File: config.mk
export PLATFORM = sky130hd
export DESIGN_NAME = cmdif_serial_port
export DESIGN_NICKNAME = d
export VERILOG_FILES = /design/src/rtl/cmdif_pkg.sv /design/src/rtl/cmdif_sync.sv /design/src/rtl/cmdif_deser.sv /design/src/rtl/cmdif_store.sv /design/src/rtl/cmdif_serial_port.sv
export SDC_FILE = /design/constraint.sdc
export NUM_CORES = 1
export LEC_CHECK = 0
export CAP_MARGIN = 20
export CORE_ASPECT_RATIO = 2
export CORE_MARGIN = 2
export CORE_UTILIZATION = 52
export CTS_CLUSTER_DIAMETER = 80
export CTS_CLUSTER_SIZE = 12
export DETAILED_ROUTE_END_ITERATION = 10
export PLACE_DENSITY = 0.79
export SYNTH_ARGS = -nofsm -noshare
export SYNTH_HDL_FRONTEND = slang
export SYNTH_SLANG_ARGS = --single-unit
File: constraint.sdc
create_clock -name clk -period 6.65 [get_ports clk]
set_input_delay 0.665 -clock clk [delete_from_list [all_inputs] [get_ports clk]]
set_output_delay 0.665 -clock clk [all_outputs]
set_load 0.01 [all_outputs]
File: src/rtl/cmdif_pkg.sv
// Shared types for the framed serial command port.
// Assumes: eight control bits in a fixed transmission order.
package cmdif_pkg;
    typedef enum logic [1:0] {
        FR_NONE  = 2'd0,
        FR_WRITE = 2'd1,
        FR_READ  = 2'd2
    } frame_e;

    // Declared MSB first, so a cast of payload positions 53..46 lands in order.
    typedef struct packed {
        logic bias_3rd;
        logic seg_on;
        logic port1;
        logic port0;
        logic key1;
        logic key0;
        logic slp1;
        logic slp0;
    } ctl_t;
endpackage

File: src/rtl/cmdif_sync.sv
// Two-flop synchroniser with edge detection for a group of asynchronous inputs.
// Assumes: inputs change no faster than a few system clocks.
module cmdif_sync #(
    parameter int W = 3
) (
    input  logic         clk,
    input  logic         rst_n,
    input  logic [W-1:0] async_in,
    output logic [W-1:0] lvl,
    output logic [W-1:0] rise,
    output logic [W-1:0] fall
);
    logic [W-1:0] m_q, s_q, d_q;

    // Resynchronise and keep one delayed copy for edge detection.
    always_ff @(posedge clk) begin
        if (!rst_n) begin
            m_q <= '0;
            s_q <= '0;
            d_q <= '0;
        end else begin
            m_q <= async_in;
            s_q <= m_q;
            d_q <= s_q;
        end
    end

    assign lvl  = s_q;
    assign rise = s_q & ~d_q;
    assign fall = ~s_q & d_q;
endmodule

File: src/rtl/cmdif_deser.sv
// Frame decoder: collects the address while ce is low, classifies the frame on ce rise,
// counts and shifts payload bits while ce is high, and raises commit/read-done on ce fall.
// Assumes: synchronised, edge-detected inputs; sck and ce edges are never simultaneous.
module cmdif_deser
    import cmdif_pkg::*;
#(
    parameter int          FRAME_W = 56,
    parameter int          ADDR_W  = 8,
    parameter int          NKEY    = 30,
    parameter logic [7:0]  WR_ADDR = 8'h42,
    parameter logic [7:0]  RD_ADDR = 8'h43,
    parameter int          CNT_W   = $clog2(FRAME_W) + 1
) (
    input  logic               clk,
    input  logic               rst_n,
    input  logic               ce,
    input  logic               ce_rise,
    input  logic               ce_fall,
    input  logic               sck_rise,
    input  logic               si,
    output frame_e             kind,
    output logic [CNT_W-1:0]   bit_cnt,
    output logic [FRAME_W-1:0] word,
    output logic               commit,
    output logic               rd_done
);
    localparam logic [CNT_W-1:0] CNT_MAX  = '1;
    localparam logic [CNT_W-1:0] FULL_CNT = CNT_W'(FRAME_W);
    localparam logic [CNT_W-1:0] KEY_CNT  = CNT_W'(NKEY);

    logic [ADDR_W-1:0] addr_sr;

    // Address shift register: LSB first, cleared at each frame end.
    always_ff @(posedge clk) begin
        if (!rst_n || ce_fall)     addr_sr <= '0;
        else if (!ce && sck_rise)  addr_sr <= {si, addr_sr[ADDR_W-1:1]};
    end

    // Frame classification, fixed for the whole high phase of ce.
    always_ff @(posedge clk) begin
        if (!rst_n || ce_fall)          kind <= FR_NONE;
        else if (ce_rise) begin
            if (addr_sr == WR_ADDR[ADDR_W-1:0])      kind <= FR_WRITE;
            else if (addr_sr == RD_ADDR[ADDR_W-1:0]) kind <= FR_READ;
            else                                     kind <= FR_NONE;
        end
    end

    // Saturating payload bit counter.
    always_ff @(posedge clk) begin
        if (!rst_n || ce_rise)                         bit_cnt <= '0;
        else if (ce && sck_rise && bit_cnt != CNT_MAX) bit_cnt <= bit_cnt + 1'b1;
    end

    // Payload shift register: the k-th bit sent ends up at position k after a full frame.
    always_ff @(posedge clk) begin
        if (!rst_n)                                 word <= '0;
        else if (ce && sck_rise && kind == FR_WRITE) word <= {si, word[FRAME_W-1:1]};
    end

    // End-of-frame strobes.
    always_ff @(posedge clk) begin
        if (!rst_n) begin
            commit  <= 1'b0;
            rd_done <= 1'b0;
        end else begin
            commit  <= ce_fall && kind == FR_WRITE && bit_cnt == FULL_CNT;
            rd_done <= ce_fall && kind == FR_READ && bit_cnt >= KEY_CNT;
        end
    end


    cnt_sat_chk: assert property (@(posedge clk) disable iff (!rst_n)
        (ce && !ce_rise && bit_cnt == CNT_MAX) |=> bit_cnt == CNT_MAX);

    rd_pulse_chk: assert property (@(posedge clk) disable iff (!rst_n)
        rd_done |=> !rd_done);
endmodule

File: src/rtl/cmdif_store.sv
// Display bank and control register store; commits a decoded write frame.
// Assumes: word is stable whenever commit is high (ce already low).
module cmdif_store
    import cmdif_pkg::*;
#(
    parameter int BANK_W  = 42,
    parameter int NBANK   = 3,
    parameter int PAD_W   = 4,
    parameter int IDX_W   = 2,
    parameter int FRAME_W = 56
) (
    input  logic                    clk,
    input  logic                    rst_n,
    input  logic                    commit,
    input  logic [FRAME_W-1:0]      word,
    output logic [NBANK*BANK_W-1:0] disp,
    output ctl_t                    ctl
);
    localparam int CTL_W   = $bits(ctl_t);
    localparam int CTL_LSB = BANK_W + PAD_W;
    localparam int IDX_LSB = CTL_LSB + CTL_W;

    logic [IDX_W-1:0]  idx;
    logic              pad_ok;
    logic              accept;
    logic [NBANK-1:0]  bank_we;
    logic [BANK_W-1:0] bank_q [NBANK];

    // The first index bit sent is the more significant one.
    always_comb begin
        for (int i = 0; i < IDX_W; i++) idx[IDX_W-1-i] = word[IDX_LSB + i];
    end
    assign pad_ok = (word[BANK_W +: PAD_W] == '0);
    assign accept = commit && pad_ok;

    for (genvar b = 0; b < NBANK; b++) begin : g_bank
        assign bank_we[b] = accept && (idx == IDX_W'(b));
        // One display bank, loaded only by its own index.
        always_ff @(posedge clk) begin
            if (!rst_n)          bank_q[b] <= '0;
            else if (bank_we[b]) bank_q[b] <= word[BANK_W-1:0];
        end
        assign disp[b*BANK_W +: BANK_W] = bank_q[b];
    end

    // Control register, loaded only by the first bank's frame.
    always_ff @(posedge clk) begin
        if (!rst_n)          ctl <= '0;
        else if (bank_we[0]) ctl <= ctl_t'(word[CTL_LSB +: CTL_W]);
    end


    disp_commit_chk: assert property (@(posedge clk) disable iff (!rst_n)
        !$stable(disp) |-> $past(commit));

    ctl_commit_chk: assert property (@(posedge clk) disable iff (!rst_n)
        !$stable(ctl) |-> $past(commit) && $stable(disp[NBANK*BANK_W-1:BANK_W]));
endmodule

File: src/rtl/cmdif_serial_port.sv
// Top of the framed serial command port: synchronises host pins, decodes frames,
// stores display/control data and drives the shared open-drain output.
// Assumes: host holds each serial level for several system clocks.
module cmdif_serial_port
    import cmdif_pkg::*;
#(
    parameter int BANK_W = 42,
    parameter int NBANK  = 3,
    parameter int NKEY   = 30,
    parameter int PAD_W  = 4,
    parameter int IDX_W  = 2
) (
    input  logic                    clk,
    input  logic                    rst_n,
    input  logic                    ce,
    input  logic                    sck,
    input  logic                    si,
    input  logic [NKEY-1:0]         key_bits,
    input  logic                    key_req,
    output logic                    so_pull_low,
    output logic [NBANK*BANK_W-1:0] disp_bits,
    output logic [1:0]              slp_sel,
    output logic [1:0]              key_sel,
    output logic [1:0]              port_sel,
    output logic                    seg_on,
    output logic                    bias_3rd,
    output logic                    sleep,
    output logic                    rd_done
);
    localparam int FRAME_W = BANK_W + PAD_W + $bits(ctl_t) + IDX_W;
    localparam int CNT_W   = $clog2(FRAME_W) + 1;
    localparam int RD_W    = NKEY + 1;
    localparam int RD_IW   = $clog2(RD_W);

    logic [2:0]         s_lvl, s_rise, s_fall;
    frame_e             kind;
    logic [CNT_W-1:0]   bit_cnt;
    logic [FRAME_W-1:0] word;
    logic               commit;
    ctl_t               ctl;
    logic [RD_W-1:0]    rd_sr;
    logic               rd_bit;

    cmdif_sync #(.W(3)) u_sync (
        .clk(clk), .rst_n(rst_n), .async_in({si, sck, ce}),
        .lvl(s_lvl), .rise(s_rise), .fall(s_fall)
    );

    cmdif_deser #(.FRAME_W(FRAME_W), .NKEY(NKEY), .CNT_W(CNT_W)) u_deser (
        .clk(clk), .rst_n(rst_n), .ce(s_lvl[0]), .ce_rise(s_rise[0]),
        .ce_fall(s_fall[0]), .sck_rise(s_rise[1]), .si(s_lvl[2]),
        .kind(kind), .bit_cnt(bit_cnt), .word(word), .commit(commit), .rd_done(rd_done)
    );

    cmdif_store #(.BANK_W(BANK_W), .NBANK(NBANK), .PAD_W(PAD_W), .IDX_W(IDX_W),
                  .FRAME_W(FRAME_W)) u_store (
        .clk(clk), .rst_n(rst_n), .commit(commit), .word(word),
        .disp(disp_bits), .ctl(ctl)
    );

    assign slp_sel  = {ctl.slp1, ctl.slp0};
    assign key_sel  = {ctl.key1, ctl.key0};
    assign port_sel = {ctl.port1, ctl.port0};
    assign seg_on   = ctl.seg_on;
    assign bias_3rd = ctl.bias_3rd;
    assign sleep    = ctl.slp1 | ctl.slp0;

    // Read data snapshot: key bits then sleep acknowledge, taken at frame start.
    always_ff @(posedge clk) begin
        if (!rst_n)          rd_sr <= '0;
        else if (s_rise[0])  rd_sr <= {sleep, key_bits};
    end

    assign rd_bit = (bit_cnt < CNT_W'(RD_W)) ? rd_sr[bit_cnt[RD_IW-1:0]] : 1'b1;

    // Shared open-drain output: request flag when idle, data in a read, released otherwise.
    always_ff @(posedge clk) begin
        if (!rst_n)               so_pull_low <= 1'b0;
        else if (!s_lvl[0])       so_pull_low <= key_req;
        else if (kind == FR_READ) so_pull_low <= ~rd_bit;
        else                      so_pull_low <= 1'b0;
    end


    so_release_chk: assert property (@(posedge clk) disable iff (!rst_n)
        (s_lvl[0] && $past(s_lvl[0]) && $past(kind) == FR_WRITE) |-> !so_pull_low);

    sleep_clear_chk: assert property (@(posedge clk) disable iff (!rst_n)
        (slp_sel == 2'b00) |-> !sleep);
endmodule

After elaboration in Yosys (flattened, before gate mapping)
Memories as Yosys holds them, arrays and structs flattened. Index checks and enable logic that the tools add are counted.

Add/sub/neg operators: 1. $mul: 0. Divide/modulo/power cells: 0. Order comparisons: 3. Equality and inequality tests: 8. Shift operators: 0. Mux-type cells: 20. Bitwise operators: 9. Reductions and logical operators: 18.

Operator list (number): $mux 42 (3); $eq 8x7->1 const B (2); $mux 1 (14); $logic_and 1x1->1 (12); $add 7x1->7 const B (1); $eq 7x6->1 const B (1); $ge 7x5->1 const B (1); $lt 7x5->1 const B (1); $ne 7x7->1 const B (1); $lt 5x6->1 const B (1); $bmux 1 s5 (1); $eq 2x1->1 const B (2); $eq 2x2->1 const B (2); $logic_not 4->1 (1); $mux 2 (2); $or 1x1->1 (4); $and 2x2->2 (1); $logic_not 1->1 (2); $logic_not 2->1 (1); $logic_or 1x1->1 (2); $not 1->1 (2); $not 2->2 (1); $and 1x1->1 (1).

Register bits: 123. Bits in latches: 0. Bits in writable memories: 126. Memory bits (read-only): 0. Input port bits: 36. Output and inout bits: 137. Logic and storage cells: 79. Memories kept: 1.

Memories: u_store.bank_q (depth 3, bits a word 42, rd ports 3, clocked after memory_dff 0, write ports 3, line cmdif_store.sv:27) `logic [BANK_W-1:0] bank_q [NBANK];`.

Longest topological paths before layout
Gate-level depths: netlist of run 1.

Word-level depth: 7. Gate-level depth with buffers: 7. Depth with buffers taken out: 5.

Hierarchy
From an unflattened synthesis of run 1, not the netlist that was laid out.

Cells, all modules: 850. Area, all modules: 9566.7 um^2.

By module, submodules not included: cmdif_store (instances 1, cells each 355, area an instance 4880.9 um^2); cmdif_deser (instances 1, cells each 340, area an instance 2906.5 um^2); cmdif_serial_port (instances 1, cells each 131, area an instance 1505.2 um^2); cmdif_sync (instances 1, cells each 24, area an instance 274.0 um^2).

Worst setup path before layout of run 1
No wires, ideal clock.

Kind: reg-to-reg. Start point: register u_deser.word[42]. End point: memory u_store.bank_q[2][0] (enable). Arrival time: 5.193 ns. Slack: 0.899 ns. Stages on the path, launching flop included: 3. Buffers on the path: 0. Clock period less this slack: 5.751 ns. Cells stage by stage: dfxtp_1 -> or4b_4 -> o41ai_1.

RTL lines: from (decl) (line cmdif_deser.sv:23) `output logic [FRAME_W-1:0] word,`; from (signal assigned) (line cmdif_deser.sv:58) `else if (ce && sck_rise && kind == FR_WRITE) word <= {si, word[FRAME_W-1:1]};`; to (decl) (line cmdif_store.sv:27).

==> results of run 1 <==
==> registers in the layout, indices dropped and copies added, names as in the netlist <==
register	flops
u_sync.lvl	3
u_deser.commit	1
u_deser.rd_done	1
u_deser.bit_cnt	7
u_deser.kind	2
u_store.bank_q	126
u_sync.m_q	3
u_store.ctl	8
u_deser.addr_sr	8
rd_sr	31
u_deser.word	56
so_pull_low	1
u_sync.d_q	2
==> power groups by stage <==
stage	clock network (mW)	registers (mW)	logic, mW
after CTS	1.23	1.66	0.134
after detailed placement	0	1.69	0.134
after global placement	0	1.69	0.133
after global routing	1.30	1.66	0.147
final	1.21	1.65	0.136
after floorplan	0	1.70	0.0410
==> worst min-delay path, stage by stage, from the launching register on <==
cell                      delay [ps]
sky130_fd_sc_hd__dfxtp_1         310
sky130_fd_sc_hd__nand2_1          50
sky130_fd_sc_hd__a21oi_1          50
==> kinds of logic after synthesis <==
logic type / synth area share
AND/OR/NAND/NOR: 0.209
flip-flops: 0.662
AO/OA/AOI/OAI: 0.0614
buffers and inverters: 0.0265
multiplexers: 0.0360
XOR/XNOR: 0.00186
adder cells (fa/ha/maj): 0.00265
==> cell usage after synthesis, drive strengths merged (3+ instances only) <==
master	instances	area [um^2]
a21oi	89	445
and2	135	897
and3	3	20.0
buf	14	63.8
clkbuf	39	156
dfxtp	123	2460
edfxtp	126	3780
inv	8	30.0
mux2i	17	170
mux4	7	158
nand2	180	676
nand2b	4	25.0
nand3	3	15.0
nand4	5	31.3
nor2	31	116
nor2b	3	18.8
nor3b	3	33.8
nor4b	4	50.1
==> through the flow <==
stage                     total power [mW]  setup WS [ps]
after floorplan                       1.74            899
after global placement                1.82           3390
after detailed placement              1.82           3350
after CTS                             3.02           3860
after global routing                  3.10           3690
final                                 3.00           3860
==> how the worst max path moves through the flow <==
stage                                 from                    end  slack [ps]  cells after the start
after detailed placement             rst_n   u_store.bank_q[0][3]        3350                      6
after CTS                            rst_n  u_store.bank_q[0][14]        3860                      6
after global routing                 rst_n  u_store.bank_q[0][19]        3690                      6
after floorplan           u_deser.word[42]   u_store.bank_q[2][0]         900                      2
after global placement               rst_n  u_store.bank_q[0][18]        3390                      6
final                                rst_n   u_store.bank_q[0][4]        3860                      6
==> metal layers <==
metal / global-route usage / vias to the layer above / share of wire
li1: - / 3105 / -
met1: 0.218 / 3011 / 0.35
met2: 0.413 / 189 / 0.58
met3: 0.0241 / 47 / 0.039
met4: 0.0852 / 0 / 0.034
met5: 0 / - / 0
==> final cells by class <==
cell class              instances  area [um^2]
clock inverters                 1         5.00
inverters                       8         31.3
repair buffers                184         1860
fillers                      1287         5730
clock buffers                  39          678
flip-flops and latches        249         6250
well taps                     213          267
multi-input cells             516         2960
==> impl_results.rst, run 1 <==
.. list-table::
   :header-rows: 1

   * - Metric
     - Value
   * - Slowest cell on the critical path
     - sky130_fd_sc_hd__buf_4
   * - End of the worst hold path
     - u_deser.word[55]
   * - Clk sink count
     - 249
   * - Unrepaired setup endpoints after global routing
     - no
   * - Post-detailed-route count of antenna-violating nets
     - 0
   * - Synthesized flop and latch total
     - 249
   * - Most common cell after layout, fill and taps aside
     - sky130_fd_sc_hd__nand2_1
   * - Via/cell ratio
     - 5.25
   * - Post-detailed-placement cell area
     - 11,300 um^2
   * - GR Util All Layers
     - 0.210
   * - Post-route insts no fill
     - 1,210
   * - Y dimension of the die
     - 194 um
   * - Drc violations
     - 0
   * - Final WL
     - 20.1 mm
   * - Final weighted congestion of routability-driven global placement
     - 0.802
   * - Net load switching power
     - 597 uW
   * - Largest delay contributor family on the critical path
     - buffers and inverters
   * - Power density over the cells
     - 249 nW/um^2
   * - Std-Cell Core Area
     - 17,800 um^2
   * - Most used cell, CP
     - sky130_fd_sc_hd__buf_4
   * - Destination of the worst register-to-register timing path
     - u_store.bank_q[0][15]
   * - Grt total ovfl
     - 0
   * - Post-route clock period utilization
     - 0.420
   * - Post-DR wirelength/cell
     - 16.6 um
   * - Count of buffers from port buffering
     - 172
   * - Bufs and invs on worst path
     - 4
   * - Count of cell types in the netlist
     - 51
   * - Number of clock buffers inserted by TritonCTS
     - 24
   * - Internal power
     - 2.40 mW
   * - Critical path startpoint category
     - input port
   * - Cell depth of the worst hold path
     - 2
   * - Clock tree from TritonCTS
     - done
   * - Fraction of the yosys area taken by sequential cells
     - 0.662
   * - Fin. max-slew vios
     - 0
   * - Hold-fix buffers at CTS
     - 0
   * - Minimum period implied by the final worst setup slack
     - 2790 ps
   * - Hold_sp
     - u_sync.lvl[2]
   * - Total count of hold-check failures in the final report
     - 0
   * - Final hold slack
     - 451 ps
   * - Slowest stage delay, CP
     - 820 ps
   * - Combinational Power Share
     - 0.045
   * - Most frequent cells in the layout
     - sky130_fd_sc_hd__nand2_1 (179), sky130_fd_sc_hd__clkdlybuf4s50_1 (172), sky130_fd_sc_hd__edfxtp_1 (126), sky130_fd_sc_hd__dfxtp_1 (123), sky130_fd_sc_hd__and2_1 (93)
   * - Finished Core Util
     - 0.678
   * - Sequential share of power
     - 0.552
   * - Total number of nets in the final design
     - 1,021
   * - Share of flip-flops with an asynchronous set or reset
     - 0
   * - Cell Rows
     - 69
   * - CP Max Fanout
     - 99
   * - Total setup buffers inserted after CTS
     - 0
   * - Depth of the worst register-to-register path
     - 5
   * - Sort of element at the end of the critical path
     - register
   * - Initial cell density of the core
     - 0.530
   * - Leakage
     - 4.26 nW
   * - Number of placed I/O pins
     - 173
   * - Worst-case headroom to the max-slew limit
     - 0.313
   * - Ant diodes
     - 0
   * - Clock tree root buffer cell
     - sky130_fd_sc_hd__clkbuf_16
   * - Initial detailed-routing violation count
     - 343
   * - Number of antenna violations at the first check in global routing
     - 0
   * - Prevailing post-synth register cell
     - sky130_fd_sc_hd__edfxtp_1
   * - Max VDD drop
     - 0.196 mV
   * - Max Cap Viol
     - 0
   * - Post-synthesis instance total
     - 826
   * - Highest clock rate
     - 0.358 GHz
   * - Net count after synthesis
     - 864
   * - Maximum number of pins on one net before global-route repair
     - 100
   * - Total Neg Setup Slack
     - 0 ps
   * - Detailed placer's ending HPWL
     - 13.1 mm
   * - Data required time of the worst path
     - 6910 ps
   * - # setup viols final
     - 0
   * - Number of detailed-routing iterations run before antenna repair
     - 4
   * - Clock-pin slew of the registers on the worst-case setup and hold paths
     - 60 ps
   * - Routed via count
     - 6,352
   * - Reg2reg setup slack
     - 4270 ps
   * - CP Class
     - in2reg
   * - Cell area after technology mapping
     - 9430 um^2
   * - Post_cts resized
     - 0
   * - Worst reg2reg path startpoint
     - u_deser.word[42]
   * - Clock power frac
     - 0.403
   * - Global-route wire length before repair
     - 32.4 mm
   * - Cell Count Post-Placement
     - 1,167
   * - Type of the tightest min-delay check
     - reg2reg
   * - Switching fraction of total power
     - 0.199
   * - Status
     - completed
   * - Post-synthesis average cell area
     - 11.4 um^2
   * - Number of global-route vias before repair
     - 6,390
   * - Layout Area Growth over Synthesis
     - 27.8%
   * - Yosys warns
     - 0
   * - Die span in x
     - 99.2 um
   * - Ratio of cells with drive above 1 in the final layout
     - 0.104
   * - Number of H-tree levels
     - 1
   * - Area enclosed by the die boundary
     - 19,300 um^2
   * - Clock insertion delay at the later pin of the skew report
     - 500 ps
   * - Total non-filler cell area in the finished layout
     - 12,100 um^2
   * - Transition at the pin with the smallest max-transition slack
     - 1030 ps
   * - CP Cell Sequence
     - clkdlybuf4s50_1 > clkinv_2 > buf_4 > nor3b_4 > buf_4 > and2_1
   * - Data arrival time of the critical path
     - 3050 ps
   * - Layout Skew
     - 6.25 ps
   * - Number of enable flip-flop cells after synthesis
     - 126
   * - Largest buffer count on any clock path
     - 3
Note: power is estimated with default switching activity, not from simulation.
==> run 2: changes to the inputs <==
==> constraint.sdc (replaced) <==
create_clock -name clk -period 2.6 [get_ports clk]
set_input_delay 0.26 -clock clk [delete_from_list [all_inputs] [get_ports clk]]
set_output_delay 0.26 -clock clk [all_outputs]
set_load 0.01 [all_outputs]
==> run 2 against run 1 <==
Critical path depth fell by 1. Routed wire length rose by 0.29%. Via count rose by 0.68%. Clock power rose to 2.6 times the previous value. Clock-buffer cell count rose by 2. Global-route usage rose by 0.19 points. Final cell count rose by 0.83%.
==> impl_results.rst, run 2 (synthesis gave the netlist of run 1 again) <==
.. list-table::
   :header-rows: 1

   * - Metric
     - Value
   * - Reg2reg setup slack
     - 430 ps (-3840 ps)
   * - Clock tree from TritonCTS
     - done
   * - Total setup buffers inserted after CTS
     - 0 (unchanged)
   * - Most frequent cells in the layout
     - sky130_fd_sc_hd__nand2_1 (179), sky130_fd_sc_hd__clkdlybuf4s50_1 (172), sky130_fd_sc_hd__edfxtp_1 (126), sky130_fd_sc_hd__dfxtp_1 (123), sky130_fd_sc_hd__and2_1 (93)
   * - Total count of hold-check failures in the final report
     - 0 (unchanged)
   * - Final hold slack
     - 301 ps (-150 ps)
   * - Post-DR wirelength/cell
     - 16.6 um (-0.53%)
   * - Number of placed I/O pins
     - 173 (unchanged)
   * - Clock insertion delay at the later pin of the skew report
     - 500 ps (about the same)
   * - Type of the tightest min-delay check
     - in2reg
   * - Data required time of the worst path
     - 3050 ps (-3860 ps)
   * - Highest clock rate
     - 0.461 GHz
   * - Number of flip-flops in the largest register
     - 126 (unchanged)
   * - Detailed placer's ending HPWL
     - 13.8 mm (+4.8%)
   * - Cell Rows
     - 69 (unchanged)
   * - Clock tree root buffer cell
     - sky130_fd_sc_hd__clkbuf_16
   * - Most common cell after layout, fill and taps aside
     - sky130_fd_sc_hd__nand2_1
   * - Clock-pin slew of the registers on the worst-case setup and hold paths
     - 60 ps (about the same)
   * - Die span in x
     - 99.2 um (unchanged)
   * - Std-Cell Core Area
     - 17,800 um^2 (unchanged)
   * - Final-layout fill cell count
     - 1,298 (+0.85%)
   * - Unrepaired setup endpoints after global routing
     - no
   * - Sort of element at the end of the critical path
     - register
   * - Layout Area Growth over Synthesis
     - 28.8%
   * - Final WL
     - 20.2 mm (+0.29%)
   * - Launch point of the critical path
     - u_deser.bit_cnt[1]
   * - Number of clock buffers inserted by TritonCTS
     - 24 (unchanged)
   * - Depth of the worst register-to-register path
     - 5 (unchanged)
   * - GR Util All Layers
     - 0.212 (+0.00194)
   * - Setup slack of the critical path after layout
     - 432 ps (-3430 ps)
   * - Global-route wire length before repair
     - 33.0 mm (+1.8%)
   * - Fin. max-slew vios
     - 0 (unchanged)
   * - Clk sink count
     - 249 (unchanged)
   * - Largest register by flop count
     - u_store.bank_q
   * - Worst-case setup slack after placement
     - 326 ps (-3020 ps)
   * - Leakage
     - 4.31 nW (+1.1%)
   * - Number of detailed-routing iterations run before antenna repair
     - 4 (unchanged)
   * - Routed via count
     - 6,395 (+0.68%)
   * - Maximum number of pins on one net before global-route repair
     - 57 (-43%)
   * - Count of buffers from port buffering
     - 172 (unchanged)
   * - Layout Skew
     - 12.9 ps (+6.70 ps)
   * - Via/cell ratio
     - 5.24 (-0.15%)
   * - Critical path startpoint category
     - register
   * - Initial cell density of the core
     - 0.530 (unchanged)
   * - Ant diodes
     - 0 (unchanged)
   * - Ratio of cells with drive above 1 in the final layout
     - 0.111 (+0.00691)
   * - Y dimension of the die
     - 194 um (unchanged)
   * - Final weighted congestion of routability-driven global placement
     - 0.831 (+3.6%)
   * - Post-detailed-route count of antenna-violating nets
     - 0 (unchanged)
   * - Hold_sp
     - key_bits[21]
   * - Biggest regs
     - u_store.bank_q (126), u_deser.word (56), rd_sr (31)
   * - Post_cts resized
     - 0 (unchanged)
   * - Drc violations
     - 0 (unchanged)
   * - Minimum period implied by the final worst setup slack
     - 2170 ps
   * - Status
     - completed
   * - CP Max Fanout
     - 10 (-90%)
   * - Worst-case headroom to the max-slew limit
     - 0.545 (+0.232)
   * - Post-route clock period utilization
     - 0.834
   * - Data arrival time of the critical path
     - 2620 ps (-430 ps)
   * - Initial detailed-routing violation count
     - 274 (-20%)
   * - Total Power
     - 7.72 mW (+160%)
   * - Number of antenna violations at the first check in global routing
     - 0 (unchanged)
   * - Total number of nets in the final design
     - 1,029 (+0.78%)
   * - Grt total ovfl
     - 0 (unchanged)
   * - Largest buffer count on any clock path
     - 3 (unchanged)
   * - Max VDD drop
     - 0.485 mV (+150%)
   * - Area enclosed by the die boundary
     - 19,300 um^2 (unchanged)
   * - Max Cap Viol
     - 0 (unchanged)
   * - CP Class
     - reg2reg
   * - Hold-fix buffers at CTS
     - 0 (unchanged)
   * - Transition at the pin with the smallest max-transition slack
     - 682 ps (-347 ps)
   * - Power density over the cells
     - 635 nW/um^2 (+160%)
   * - Worst reg2reg path startpoint
     - u_deser.bit_cnt[1]
   * - # setup viols final
     - 0 (unchanged)
   * - Number of H-tree levels
     - 1 (unchanged)
   * - Number of global-route vias before repair
     - 6,453 (+0.99%)
   * - Cell depth of the worst hold path
     - 3 (+1)
-- run 2: changes by cell type in the layout (fill, tap and decap cells not counted), sizes merged --
cell,previous run,this run
buf,12,20
clkbuf,39,41
-- run 2: cell type report --
cell class / instances / area, um^2 / area share
multi-input combinational: 516 / 2970 / 0.245
inverter: 8 / 31.3 / 0.00257
clock inverter: 1 / 5.00 / 0.000412
sequential: 249 / 6250 / 0.514
clock buffer: 41 / 686 / 0.0564
timing repair buffer: 192 / 1940 / 0.160
tap: 213 / 267 / 0.0219
-- run 2: per-layer routing --
metal	up-vias	GRT usage	part of all wire	wire length, um
met5	-	0	0	0
met1	3056	0.220	0.34	6840
met4	0	0.0812	0.035	699
li1	3113	-	-	-
met3	40	0.0230	0.041	820
met2	186	0.420	0.59	11800
-- run 2: final timing paths --
path,end
worst max-delay path,so_pull_low
worst max register to register,so_pull_low
worst min register to register,u_sync.lvl[1]
worst min-delay path,rd_sr[21]
-- run 2: through the flow --
step                      setup TNS [ps]  instances  area, um^2   util
final                                  0       1220       12200  0.683
after global routing                   0       1220       12200  0.683
after CTS                              0       1219       12100  0.682
after detailed placement               0       1177       11400  0.643
after global placement                 0       1177       11400  0.643
after floorplan                    -6580        826        9450      -
-- run 2: worst max-delay path, cell delays in order (launching register included) --
cell	delay [ps]
sky130_fd_sc_hd__dfxtp_1	550
sky130_fd_sc_hd__buf_4	240
sky130_fd_sc_hd__mux4_2	500
sky130_fd_sc_hd__a221o_1	360
sky130_fd_sc_hd__nor4_1	320
sky130_fd_sc_hd__a41o_1	140
-- run 2: report_power, final --
| group | internal (mW) | leakage (nW) | switching (mW) | total, mW |
|---|---|---|---|---|
| registers | 4.19 | 2.32 | 0.0330 | 4.23 |
| logic | 0.190 | 1.65 | 0.175 | 0.365 |
| clock network | 1.78 | 0.331 | 1.35 | 3.13 |
| total | 6.16 | 4.31 | 1.56 | 7.72 |
